### src/rtl/uart_hs_rx_pkg.sv
package uart_hs_rx_pkg;
  typedef enum logic [2:0] {
    ST_IDLE,
    ST_START,
    ST_DATA,
    ST_STOP,
    ST_HOLD
  } rx_state_t;
endpackage

### src/rtl/rx_tick_gen.sv
module rx_tick_gen #(
  parameter int DIV = 651
) (
  input  logic clk,
  input  logic rst,
  output logic tick
);
  localparam int CW = (DIV > 1) ? $clog2(DIV) : 1;

  logic [CW-1:0] cnt;

  always_ff @(posedge clk) begin
    if (rst) begin
      cnt  <= '0;
      tick <= 1'b0;
    end else if (cnt == CW'(DIV - 1)) begin
      cnt  <= '0;
      tick <= 1'b1;
    end else begin
      cnt  <= cnt + 1'b1;
      tick <= 1'b0;
    end
  end
endmodule

### src/rtl/rx_sync2.sv
module rx_sync2 (
  input  logic clk,
  input  logic rst,
  input  logic async_in,
  output logic sync_out
);
  logic meta;

  always_ff @(posedge clk) begin
    if (rst) begin
      meta     <= 1'b1;
      sync_out <= 1'b1;
    end else begin
      meta     <= async_in;
      sync_out <= meta;
    end
  end
endmodule

### src/rtl/rx_frame_fsm.sv
module rx_frame_fsm
  import uart_hs_rx_pkg::*;
#(
  parameter int OVS    = 8,
  parameter int DATA_W = 8
) (
  input  logic              clk,
  input  logic              rst,
  input  logic              tick,
  input  logic              rx,
  input  logic              ack,
  output logic              req,
  output logic [DATA_W-1:0] data
);
  localparam int SW   = (OVS > 1) ? $clog2(OVS) : 1;
  localparam int BW   = (DATA_W > 1) ? $clog2(DATA_W) : 1;
  localparam int HALF = OVS / 2;

  rx_state_t         st;
  logic [SW-1:0]     samp;
  logic [BW-1:0]     bitn;
  logic [DATA_W-1:0] shreg;
  logic              rx_d;

  always_ff @(posedge clk) begin
    if (rst) begin
      st    <= ST_IDLE;
      samp  <= '0;
      bitn  <= '0;
      shreg <= '0;
      data  <= '0;
      req   <= 1'b0;
      rx_d  <= 1'b1;
    end else begin
      rx_d <= rx;
      case (st)
        ST_IDLE: begin
          if (rx_d && !rx) begin
            st   <= ST_START;
            samp <= '0;
          end
        end
        ST_START: begin
          if (tick) begin
            if (samp == SW'(HALF - 1)) begin
              samp <= '0;
              bitn <= '0;
              st   <= rx ? ST_IDLE : ST_DATA;
            end else begin
              samp <= samp + 1'b1;
            end
          end
        end
        ST_DATA: begin
          if (tick) begin
            if (samp == SW'(OVS - 1)) begin
              samp  <= '0;
              shreg <= {rx, shreg[DATA_W-1:1]};
              if (bitn == BW'(DATA_W - 1)) st <= ST_STOP;
              else bitn <= bitn + 1'b1;
            end else begin
              samp <= samp + 1'b1;
            end
          end
        end
        ST_STOP: begin
          if (tick) begin
            if (samp == SW'(OVS - 1)) begin
              samp <= '0;
              if (rx) begin
                data <= shreg;
                req  <= 1'b1;
                st   <= ST_HOLD;
              end else begin
                st <= ST_IDLE;
              end
            end else begin
              samp <= samp + 1'b1;
            end
          end
        end
        ST_HOLD: begin
          if (ack) begin
            req <= 1'b0;
            st  <= ST_IDLE;
          end
        end
        default: st <= ST_IDLE;
      endcase
    end
  end
endmodule

### src/rtl/uart_hs_rx.sv
module uart_hs_rx #(
  parameter int CLK_PER_TICK = 651,
  parameter int OVS          = 8,
  parameter int DATA_W       = 8
) (
  input  logic              clk,
  input  logic              rst,
  input  logic              rcv,
  input  logic              ack,
  output logic              req,
  output logic [DATA_W-1:0] data
);
  logic tick;
  logic rx_s;

  rx_tick_gen #(.DIV(CLK_PER_TICK)) u_tick (
    .clk  (clk),
    .rst  (rst),
    .tick (tick)
  );

  rx_sync2 u_sync (
    .clk      (clk),
    .rst      (rst),
    .async_in (rcv),
    .sync_out (rx_s)
  );

  rx_frame_fsm #(.OVS(OVS), .DATA_W(DATA_W)) u_fsm (
    .clk  (clk),
    .rst  (rst),
    .tick (tick),
    .rx   (rx_s),
    .ack  (ack),
    .req  (req),
    .data (data)
  );
endmodule

### config.mk
export PLATFORM = sky130hd
export DESIGN_NAME = uart_hs_rx
export DESIGN_NICKNAME = d
export VERILOG_FILES = /design/src/rtl/uart_hs_rx_pkg.sv /design/src/rtl/rx_tick_gen.sv /design/src/rtl/rx_sync2.sv /design/src/rtl/rx_frame_fsm.sv /design/src/rtl/uart_hs_rx.sv
export SDC_FILE = /design/constraint.sdc
export NUM_CORES = 1
export LEC_CHECK = 0
export ABC_AREA = 0
export BUFFER_PORTS_ARGS = -buffer_cell sky130_fd_sc_hd__buf_2
export CORE_MARGIN = 2
export CORE_UTILIZATION = 60
export DETAILED_ROUTE_END_ITERATION = 10
export MAX_ROUTING_LAYER = met4
export PLACE_DENSITY = 0.82
export SKIP_LAST_GASP = 1
export SLEW_MARGIN = 25
export SYNTH_ARGS = -nofsm -noshare
export SYNTH_HDL_FRONTEND = slang
export SYNTH_SLANG_ARGS = --single-unit
### constraint.sdc
create_clock -name clk -period 2.9 [get_ports clk]
set_input_delay 0.58 -clock clk [delete_from_list [all_inputs] [get_ports clk]]
set_output_delay 0.58 -clock clk [all_outputs]
set_load 0.02 [all_outputs]
==> results of run 1 <==
[power by group through the flow]
stage	Combinational (mW)	Sequential, mW	Clock (mW)
finish	0.0325	0.565	0.365
global placement	0.0310	0.576	0
detailed placement	0.0325	0.577	0
global route	0.0368	0.566	0.391
floorplan	0.0284	0.572	0
CTS	0.0324	0.565	0.371
[registers in the layout, summed over array words and instances, names as in the netlist]
signal	cells
u_fsm.rx_d	1
u_fsm.data	8
u_fsm.st	3
u_sync.meta	1
u_sync.sync_out	1
u_tick.cnt	10
u_fsm.req	1
u_fsm.shreg	8
u_fsm.samp	3
u_fsm.bitn	3
u_tick.tick	1
[worst paths after layout]
kind | slack [ns] | from | end
worst min register to register | 0.43 | u_sync.meta | u_sync.sync_out
worst max-delay path | 0.91 | u_fsm.samp[0] | u_fsm.req
worst max register to register | 0.91 | u_fsm.samp[0] | u_fsm.req
worst min-delay path | 0.40 | rcv | u_sync.meta
[area by class of cell]
type,count,share of cell area [%]
multi-input combinational,144,47.6
tap,31,2.02
timing repair buffer,12,3.13
sequential,40,41.7
clock buffer,5,1.95
clock inverter,3,2.21
inverter,7,1.37
[layer usage]
layer | track usage, % | routed length [um] | share of wire, %
met1 | 24.3 | 1500 | 44
met5 | - | 0 | 0
met4 | 12.0 | 72 | 2.1
met3 | 5.27 | 152 | 4.5
met2 | 37.0 | 1660 | 49
[stage by stage]
| step | hold WS (ns) | setup slack (ns) | util [%] | instance area (um^2) | power (mW) |
|---|---|---|---|---|---|
| 2_1_floorplan | 0.389 | 1.33 | - | 1800 | 0.601 |
| 6_report | 0.396 | 0.905 | 68.5 | 1920 | 0.962 |
| 3_3_place_gp | 0.392 | 1.08 | 65.6 | 1840 | 0.607 |
| 3_5_place_dp | 0.407 | 0.948 | 65.6 | 1840 | 0.610 |
| 5_1_grt | 0.401 | 0.716 | 68.5 | 1920 | 0.994 |
| 4_1_cts | 0.390 | 0.900 | 68.5 | 1920 | 0.969 |
[cells by family after synthesis]
logic type,count (synthesis)
AND/OR/NAND/NOR,71
buffers and inverters,19
AO/OA/AOI/OAI,55
adder cells (fa/ha/maj),8
XOR/XNOR,3
multiplexers,7
flip-flops,40
[worst register-to-register path, delay by kind of cell, from the launching register on]
family          cells  cell delay (ns)
compound gates      2             0.40
fa+ha+maj           2             0.53
flops               1             0.38
simple gates        1             0.61
[synth_stat cells (all sizes together), types with 2 or more instances]
cell type	instances
dfxtp	40
o21ai	25
a21oi	24
nand3	19
nor2	9
ha	8
clkbuf	7
mux2i	7
nand2	7
nand2b	7
inv	6
buf	5
or3	4
nor2b	3
nor3b	3
or2	3
and2	2
and3b	2
nand4	2
nor4b	2
nor4bb	2
xnor2	2
==> impl_metrics.env, run 1 <==
export IMPL_arrival_ns=2.27
export IMPL_io_buffers=12
export IMPL_syn_avg_cell_area_um2=8.85
export IMPL_cp_depth=5
export IMPL_crit_path_start_kind="flop"
export IMPL_sequentialPowerShare_pct=58.7
export IMPL_cts_made_buffers=5
export IMPL_clk_pin_slew_ns=0.12
export IMPL_num_vias=1469
export IMPL_drt_first_pass_iters=7
export IMPL_layout_common_cells="40 x dfxtp_1, 24 x o21ai_0, 23 x a21oi_1"
export IMPL_ioPinCount=13
export IMPL_synth_compound_area_share_pct=16.9
export IMPL_drc_errors=1
export IMPL_grt_ovfl_total=0
export IMPL_grt_total_usage_pct=22.2
export IMPL_setup_violations=0
export IMPL_dp_cells=234
export IMPL_ys_types=41
export IMPL_multiInputGateArea_um2=915
export IMPL_cts_tree="done"
export IMPL_cp_top_family="simple AND/OR/NAND/NOR gates"
export IMPL_synth_top_area_share_pct=44.6
export IMPL_drtIter0Drc=55
export IMPL_synth_edf_count=0
export IMPL_grt_pass1_wl_mm=5.64
export IMPL_p_sw_share_pct=22.4
export IMPL_wl_mm=3.38
export IMPL_wl_per_cell_um=14.0
export IMPL_crit_buf_inv=0
export IMPL_fillers=228
export IMPL_synth_top_family_by_area="simple AND/OR/NAND/NOR gates"
export IMPL_drv_slew=0
export IMPL_first_global_vias=1345
export IMPL_synth_area_leader_cell="dfxtp_1"
export IMPL_ctsHoldBuffers=0
export IMPL_period_minus_slack_ns=1.99
export IMPL_slew_headroom_pct=58.2
export IMPL_syn_cell_area_mm2=0.00180
export IMPL_synth_main_ff_cell="dfxtp_1"
export IMPL_antenna_found_initial=0
export IMPL_yosysSeqAreaShare_pct=44.6
export IMPL_die_height_um=58.7
export IMPL_finalHoldViolCount=0
export IMPL_drive_gt1_share_pct=12.3
export IMPL_hpwlAfterDp_mm=2.30
export IMPL_synth_seq_cells=40
export IMPL_reg2regPathDepth=5
export IMPL_path_common_cell="ha_1"
export IMPL_holdPathStages=2
export IMPL_timing_fmax_mhz=501
export IMPL_coreArea_mm2=0.00281
export IMPL_die_w_um=58.7
export IMPL_die_area_mm2=0.00345
export IMPL_cts_resized=0
export IMPL_postRouteAntennaNets=0
export IMPL_p_int_mw=0.747
export IMPL_nNetsFinal=222
export IMPL_violations="DRC"
export IMPL_min_path_type="input pin to flop"
export IMPL_cts_root_buffer="clkbuf_4"
export IMPL_crit_required_ns=3.18
export IMPL_layout_commonest_cell="dfxtp_1"
export IMPL_cpMaxStageDelayCell="and4b_1"
export IMPL_cp_max_fo=18
export IMPL_gp_congestion=0.853
export IMPL_htree_levels=2
export IMPL_clockBufferDepth=2
export IMPL_syn_nets=215
export IMPL_switchingPower_mw=0.215
export IMPL_synthXorXnorAreaFrac_pct=1.46
export IMPL_async_flop_share_pct=0
export IMPL_regArea_um2=801
export IMPL_grt_max_degree=33
export IMPL_start_util_pct=64.0
export IMPL_rows=19
export IMPL_critPathKind="flop to flop"
export IMPL_powerDensity_mw_per_mm2=501
export IMPL_routed_via_density=6.07
export IMPL_fin_crit_sh_pct=68.8
export IMPL_max_slew_worst_pin_slew_ns=0.627
export IMPL_slowest_delay_ns=0.61
export IMPL_synthSimpleGateAreaFrac_pct=23.1
export IMPL_status="finished, violations left"
export IMPL_muxShareOfSynthArea_pct=3.90
export IMPL_leakagePower_nw=0.700
export IMPL_p_comb_share_pct=3.4
export IMPL_finalClockSkew_ns=0.00728
export IMPL_vdd_drop_max_uv=344
export IMPL_synth_warnings=0
export IMPL_post_cts_setup_buffers=0
export IMPL_antenna_cells=0
export IMPL_worstSkewPairLatency_ns=0.36
export IMPL_syn_to_final_growth_pct=6.89
export IMPL_rsz0062_at_grt="no"
export IMPL_syn_instance_count=203
export IMPL_cp_end_kind="flop"
export IMPL_cts_sinks=40
export IMPL_synthTopCellsByArea="dfxtp_1 45%, o21ai_0 6.7%, a21oi_1 6.4%, ha_1 5.6%, nand3_1 5.3%"
export IMPL_synthAdderAreaFrac_pct=5.57
export IMPL_fin_tns_setup_ns=0
export IMPL_clkPwrFrac_pct=37.9
export IMPL_stdcell_count=242
export IMPL_maxCapViolCount=0
export IMPL_cp_cell_sequence="ha_1, ha_1, and4b_1, a21oi_1, a311oi_1"
(Power assumes the default switching activity.)
==> inputs of run 2 (changes only) <==
- CORE_UTILIZATION: 60 -> 58
- PLACE_DENSITY: 0.82 -> 0.8
- clock period: 2.9 -> 2.1 ns (I/O delays scaled with it)
==> impl_metrics.env, run 2 (same netlist as run 1, synthesis figures left out) <==
export IMPL_status="completed"
export IMPL_die_area_mm2=0.00356
export IMPL_powerDensity_mw_per_mm2=702
export IMPL_cts_sinks=40
export IMPL_antenna_found_initial=0
export IMPL_grt_pass1_wl_mm=5.80
export IMPL_total_power_mw=1.37
export IMPL_io_buffers=12
export IMPL_cts_root_buffer="clkbuf_4"
export IMPL_maxCapViolCount=0
export IMPL_gp_congestion=0.822
export IMPL_fin_crit_sh_pct=89.8
export IMPL_largest_reg_flops=10
export IMPL_die_height_um=59.7
export IMPL_grt_max_degree=33
export IMPL_fin_tns_setup_ns=0
export IMPL_timing_fmax_mhz=530
export IMPL_grt_ovfl_total=0
export IMPL_multiInputGateArea_um2=915
export IMPL_die_w_um=59.7
export IMPL_finalClockSkew_ns=0.00948
export IMPL_fillers=260
export IMPL_max_slew_worst_pin_slew_ns=0.507
export IMPL_hpwlAfterDp_mm=2.49
export IMPL_num_vias=1504
export IMPL_critPathKind="flop to flop"
export IMPL_routed_via_density=6.09
export IMPL_ff2ff_setup_slack_ns=0.21
export IMPL_drtIter0Drc=123
export IMPL_layout_common_cells="40 x dfxtp_1, 24 x o21ai_0, 23 x a21oi_1"
export IMPL_ioPinCount=13
export IMPL_layout_commonest_cell="dfxtp_1"
export IMPL_cp_max_fo=10
export IMPL_vdd_drop_max_uv=442
export IMPL_rsz0062_at_grt="no"
export IMPL_start_util_pct=59.8
export IMPL_reg_top3="u_tick.cnt x10, u_fsm.data x8, u_fsm.shreg x8"
export IMPL_antenna_cells=0
export IMPL_rows=20
export IMPL_postRouteAntennaNets=0
export IMPL_drt_first_pass_iters=4
export IMPL_period_minus_slack_ns=1.89
export IMPL_post_cts_setup_buffers=0
export IMPL_post_route_util_pct=65.1
export IMPL_drc_errors=0
export IMPL_regArea_um2=801
export IMPL_setup_violations=0
export IMPL_htree_levels=2
export IMPL_ctsHoldBuffers=0
export IMPL_grt_total_usage_pct=22.6
export IMPL_first_global_vias=1292
export IMPL_cp_end_kind="flop"
export IMPL_coreArea_mm2=0.00300
export IMPL_slew_headroom_pct=65.7
export IMPL_cts_tree="done"
export IMPL_clockBufferDepth=2
export IMPL_nNetsFinal=225
export IMPL_syn_to_final_growth_pct=8.84
export IMPL_finalHoldViolCount=0
export IMPL_wl_mm=3.59
export IMPL_top_register="u_tick.cnt"
export IMPL_clk_pin_slew_ns=0.12
export IMPL_cts_made_buffers=5
export IMPL_drv_slew=0
export IMPL_worstSkewPairLatency_ns=0.35
export IMPL_drive_gt1_share_pct=13.6
export IMPL_crit_path_start_kind="flop"
export IMPL_crit_required_ns=2.35
export IMPL_cts_resized=0
export IMPL_arrival_ns=2.14
export IMPL_wl_per_cell_um=14.5
export IMPL_min_path_type="input pin to flop"
export IMPL_leakagePower_nw=0.723
run 2: cell types whose count changed in the layout (fill, tap and decap cells not counted):
cell / change
clkinv_4: +1
clkinvlp_4: -1
buf_4: +3
clkbuf_8: +1
clkinv_2: -1
run 2: final timing paths:
path / startpoint / endpoint / cells past startpoint
max reg2reg: u_fsm.samp[0] / u_fsm.req / 5
min reg2reg: u_sync.meta / u_sync.sync_out / 1
min: rcv / u_sync.meta / 2
max: u_fsm.samp[0] / u_fsm.req / 5
run 2: power by group:
group          switching, mW  internal (mW)
clock                  0.260          0.285
combinational         0.0317         0.0179
sequential            0.0106          0.767
total                  0.303           1.07
run 2: per-stage QoR:
stage | instance area, um^2 | worst slack, ns | hold slack, ns | cells
CTS | 1960 | 0.243 | 0.243 | 247
detailed placement | 1870 | 0.276 | 0.406 | 239
global placement | 1870 | 0.398 | 0.391 | 239
global route | 1960 | 0.124 | 0.239 | 247
floorplan | 1800 | 0.534 | 0.389 | 203
finish | 1960 | 0.214 | 0.251 | 247
run 2: metal layers:
metal  track usage (%)  up-vias  wire length (um)
li1                  -      751                 -
met1              26.8      719              1590
met2              36.2       29              1820
met3              7.14        5               127
met4              7.62        0                47
met5                 -        -                 0
run 2: cell type report:
cell class / count / area share, %
clock buffers: 6 / 2.62
repair buffers: 15 / 4.22
clock inverters: 2 / 1.98
well taps: 33 / 2.11
multi-input cells: 144 / 46.8
flip-flops and latches: 40 / 40.9
inverters: 7 / 1.34
run 2: critical path, cell delays in order, from the launching register on:
cell      delay (ns)
dfxtp_1         0.39
ha_1            0.21
ha_1            0.31
and4b_1         0.44
a21oi_1         0.14
a311oi_1        0.31
==> inputs of run 3 (changes only) <==
- CORE_UTILIZATION: 58 -> 50
- PLACE_DENSITY: 0.8 -> 0.71
- SYNTH_HIERARCHICAL: not set -> 1
- clock period: 2.1 -> 1.9 ns (I/O delays scaled with it)
==> impl_metrics.env, run 3 <==
export IMPL_powerDensity_mw_per_mm2=761
export IMPL_max_slew_worst_pin_slew_ns=0.395
export IMPL_cts_root_buffer="clkbuf_8"
export IMPL_reg_top3="u_tick/cnt x10, u_fsm/data x8, u_fsm/shreg x8"
export IMPL_drc_errors=0
export IMPL_wl_mm=3.35
export IMPL_synth_top_area_share_pct=43.7
export IMPL_crit_path_start_kind="flop"
export IMPL_cp_top_family="adder cells"
export IMPL_crit_buf_inv=0
export IMPL_period_minus_slack_ns=1.78
export IMPL_syn_nets=208
export IMPL_timing_fmax_mhz=561
export IMPL_ys_types=46
export IMPL_finalClockSkew_ns=0.00260
export IMPL_syn_avg_cell_area_um2=9.41
export IMPL_leakagePower_nw=0.794
export IMPL_worstSkewPairLatency_ns=0.29
export IMPL_p_comb_share_pct=3.0
export IMPL_dp_worst_setup_slack_ns=0.0737
export IMPL_syn_cell_area_mm2=0.00183
export IMPL_critPathKind="flop to flop"
export IMPL_synth_edf_count=0
export IMPL_rows=22
export IMPL_cts_resized=0
export IMPL_post_cts_setup_buffers=0
export IMPL_grt_pass1_wl_mm=6.13
export IMPL_first_global_vias=1405
export IMPL_finalWorstSetupSlack_ns=0.117
export IMPL_io_buffers=12
export IMPL_drt_first_pass_iters=4
export IMPL_clockBufferDepth=2
export IMPL_yosys_top_cells_count="40 x dfxtp_1, 30 x nor2_1, 20 x mux2i_1, 13 x a21oi_1, 9 x ha_1"
export IMPL_crit_required_ns=2.07
export IMPL_switchingPower_mw=0.317
export IMPL_maxCapViolCount=0
export IMPL_gp_congestion=0.849
export IMPL_drtIter0Drc=105
export IMPL_start_util_pct=50.9
export IMPL_arrival_ns=1.95
export IMPL_p_sw_share_pct=20.2
export IMPL_slew_headroom_pct=73.3
export IMPL_cts_tree="done"
export IMPL_fin_crit_sh_pct=93.8
export IMPL_sequentialPowerShare_pct=54.4
export IMPL_layout_common_cells="40 x dfxtp_1, 30 x nor2_1, 20 x mux2i_1"
export IMPL_largest_reg_flops=10
export IMPL_yosysSeqAreaShare_pct=43.7
export IMPL_p_int_mw=1.26
export IMPL_synth_area_leader_cell="dfxtp_1"
export IMPL_drive_gt1_share_pct=16.0
export IMPL_drv_slew=0
export IMPL_status="completed"
export IMPL_antenna_found_initial=0
export IMPL_grt_ovfl_total=0
export IMPL_rsz0062_at_grt="no"
export IMPL_die_height_um=64.6
export IMPL_synth_warnings=6
export IMPL_slowest_delay_ns=0.36
export IMPL_wl_per_cell_um=12.8
export IMPL_synth_main_ff_cell="dfxtp_1"
export IMPL_top_register="u_tick/cnt"
export IMPL_vdd_drop_max_uv=469
export IMPL_routed_via_density=5.39
export IMPL_syn_instance_count=195
export IMPL_clk_pin_slew_ns=0.07
export IMPL_cts_made_buffers=5
export IMPL_syn_to_final_growth_pct=12.7
export IMPL_hpwlAfterDp_mm=2.40
export IMPL_synth_seq_cells=40
export IMPL_synthTopCellsByArea="dfxtp_1 44%, mux2i_1 11%, ha_1 6.1%, nor2_1 6.1%, a21oi_1 3.5%"
export IMPL_setup_violations=0
export IMPL_clkPwrFrac_pct=42.6
export IMPL_ctsHoldBuffers=0
export IMPL_min_path_type="input pin to flop"
export IMPL_ioPinCount=13
export IMPL_cpMaxStageDelayCell="dfxtp_1"
export IMPL_layout_commonest_cell="dfxtp_1"
export IMPL_num_vias=1406
export IMPL_grt_max_degree=20
export IMPL_cp_cell_sequence="ha_1, ha_1, nor4bb_1, o211a_1, mux2i_1, nor2_1"
export IMPL_path_common_cell="ha_1"
export IMPL_nNetsFinal=225
export IMPL_cts_sinks=40
export IMPL_die_area_mm2=0.00417
export IMPL_htree_levels=2
export IMPL_die_w_um=64.6
export IMPL_coreArea_mm2=0.00361
export IMPL_fin_tns_setup_ns=0
export IMPL_cp_end_kind="flop"
export IMPL_antenna_cells=0
export IMPL_async_flop_share_pct=0
export IMPL_cp_max_fo=4
export IMPL_postRouteAntennaNets=0
export IMPL_grt_total_usage_pct=19.3
export IMPL_finalHoldViolCount=0
export IMPL_synth_most_common_cell="dfxtp_1"
[run 3: changes by cell type after synthesis, sizes merged, moves of 4 or more]
cell / previous run / this run
mux2i: 7 / 20
nand2b: 7 / 3
o21ai: 25 / 6
nor2: 9 / 31
nand3: 19 / 5
a21oi: 24 / 14
[run 3: through the flow]
| step | area (um^2) | hold WS (ns) | std cells | util [%] | total power, mW |
|---|---|---|---|---|---|
| after detailed placement | 1960 | 0.423 | 253 | 54.3 | 0.922 |
| final | 2070 | 0.267 | 261 | 57.3 | 1.57 |
| after CTS | 2070 | 0.258 | 261 | 57.3 | 1.60 |
| after global placement | 1960 | 0.424 | 253 | 54.3 | 0.919 |
| after floorplan | 1830 | 0.385 | 195 | - | 0.908 |
| after global routing | 2070 | 0.257 | 261 | 57.3 | 1.63 |
[run 3: cell type report]
class                           count  area [um^2]
Sequential cell                    40          801
Multi-Input combinational cell    138          956
Fill cell                         332         1540
Tap cell                           48         60.1
Timing Repair Buffer               19          113
Clock buffer                        6         72.6
Inverter                            8         30.0
Clock inverter                      2         35.0
[run 3: per-layer routing]
metal,up-vias,global-route usage (%),wire length [um]
met1,668,23.2,1560
met3,6,5.73,110
met4,0,7.18,42
met5,-,-,0
met2,17,30.7,1630
li1,715,-,-
[run 3: worst paths after layout]
kind | to | slack, ns | start | depth (start not counted)
setup / recovery | u_fsm/bitn[1] | 0.12 | u_fsm/samp[0] | 6
hold / removal | u_sync/meta | 0.27 | rcv | 2
hold reg to reg | u_sync/sync_out | 0.43 | u_sync/meta | 1
setup reg to reg | u_fsm/bitn[1] | 0.12 | u_fsm/samp[0] | 6
[run 3: power by group through the flow]
stage	combinational, mW	sequential (mW)	clock (mW)
2_1_floorplan	0.0359	0.873	0
3_3_place_gp	0.0452	0.874	0
3_5_place_dp	0.0466	0.875	0
4_1_cts	0.0470	0.855	0.695
5_1_grt	0.0535	0.857	0.719
6_report	0.0467	0.856	0.670
[run 3: logic make-up (layout without fill, tap and decap cells)]
group	count (synthesis)	count (layout)	share of synthesized area, %
fa+ha+maj	9	9	6.14
xor+xnor	3	3	1.43
compound gates	30	30	10.4
mux	21	21	11.5
simple gates	75	75	22.6
buf+inv	17	35	4.23
flops	40	40	43.7
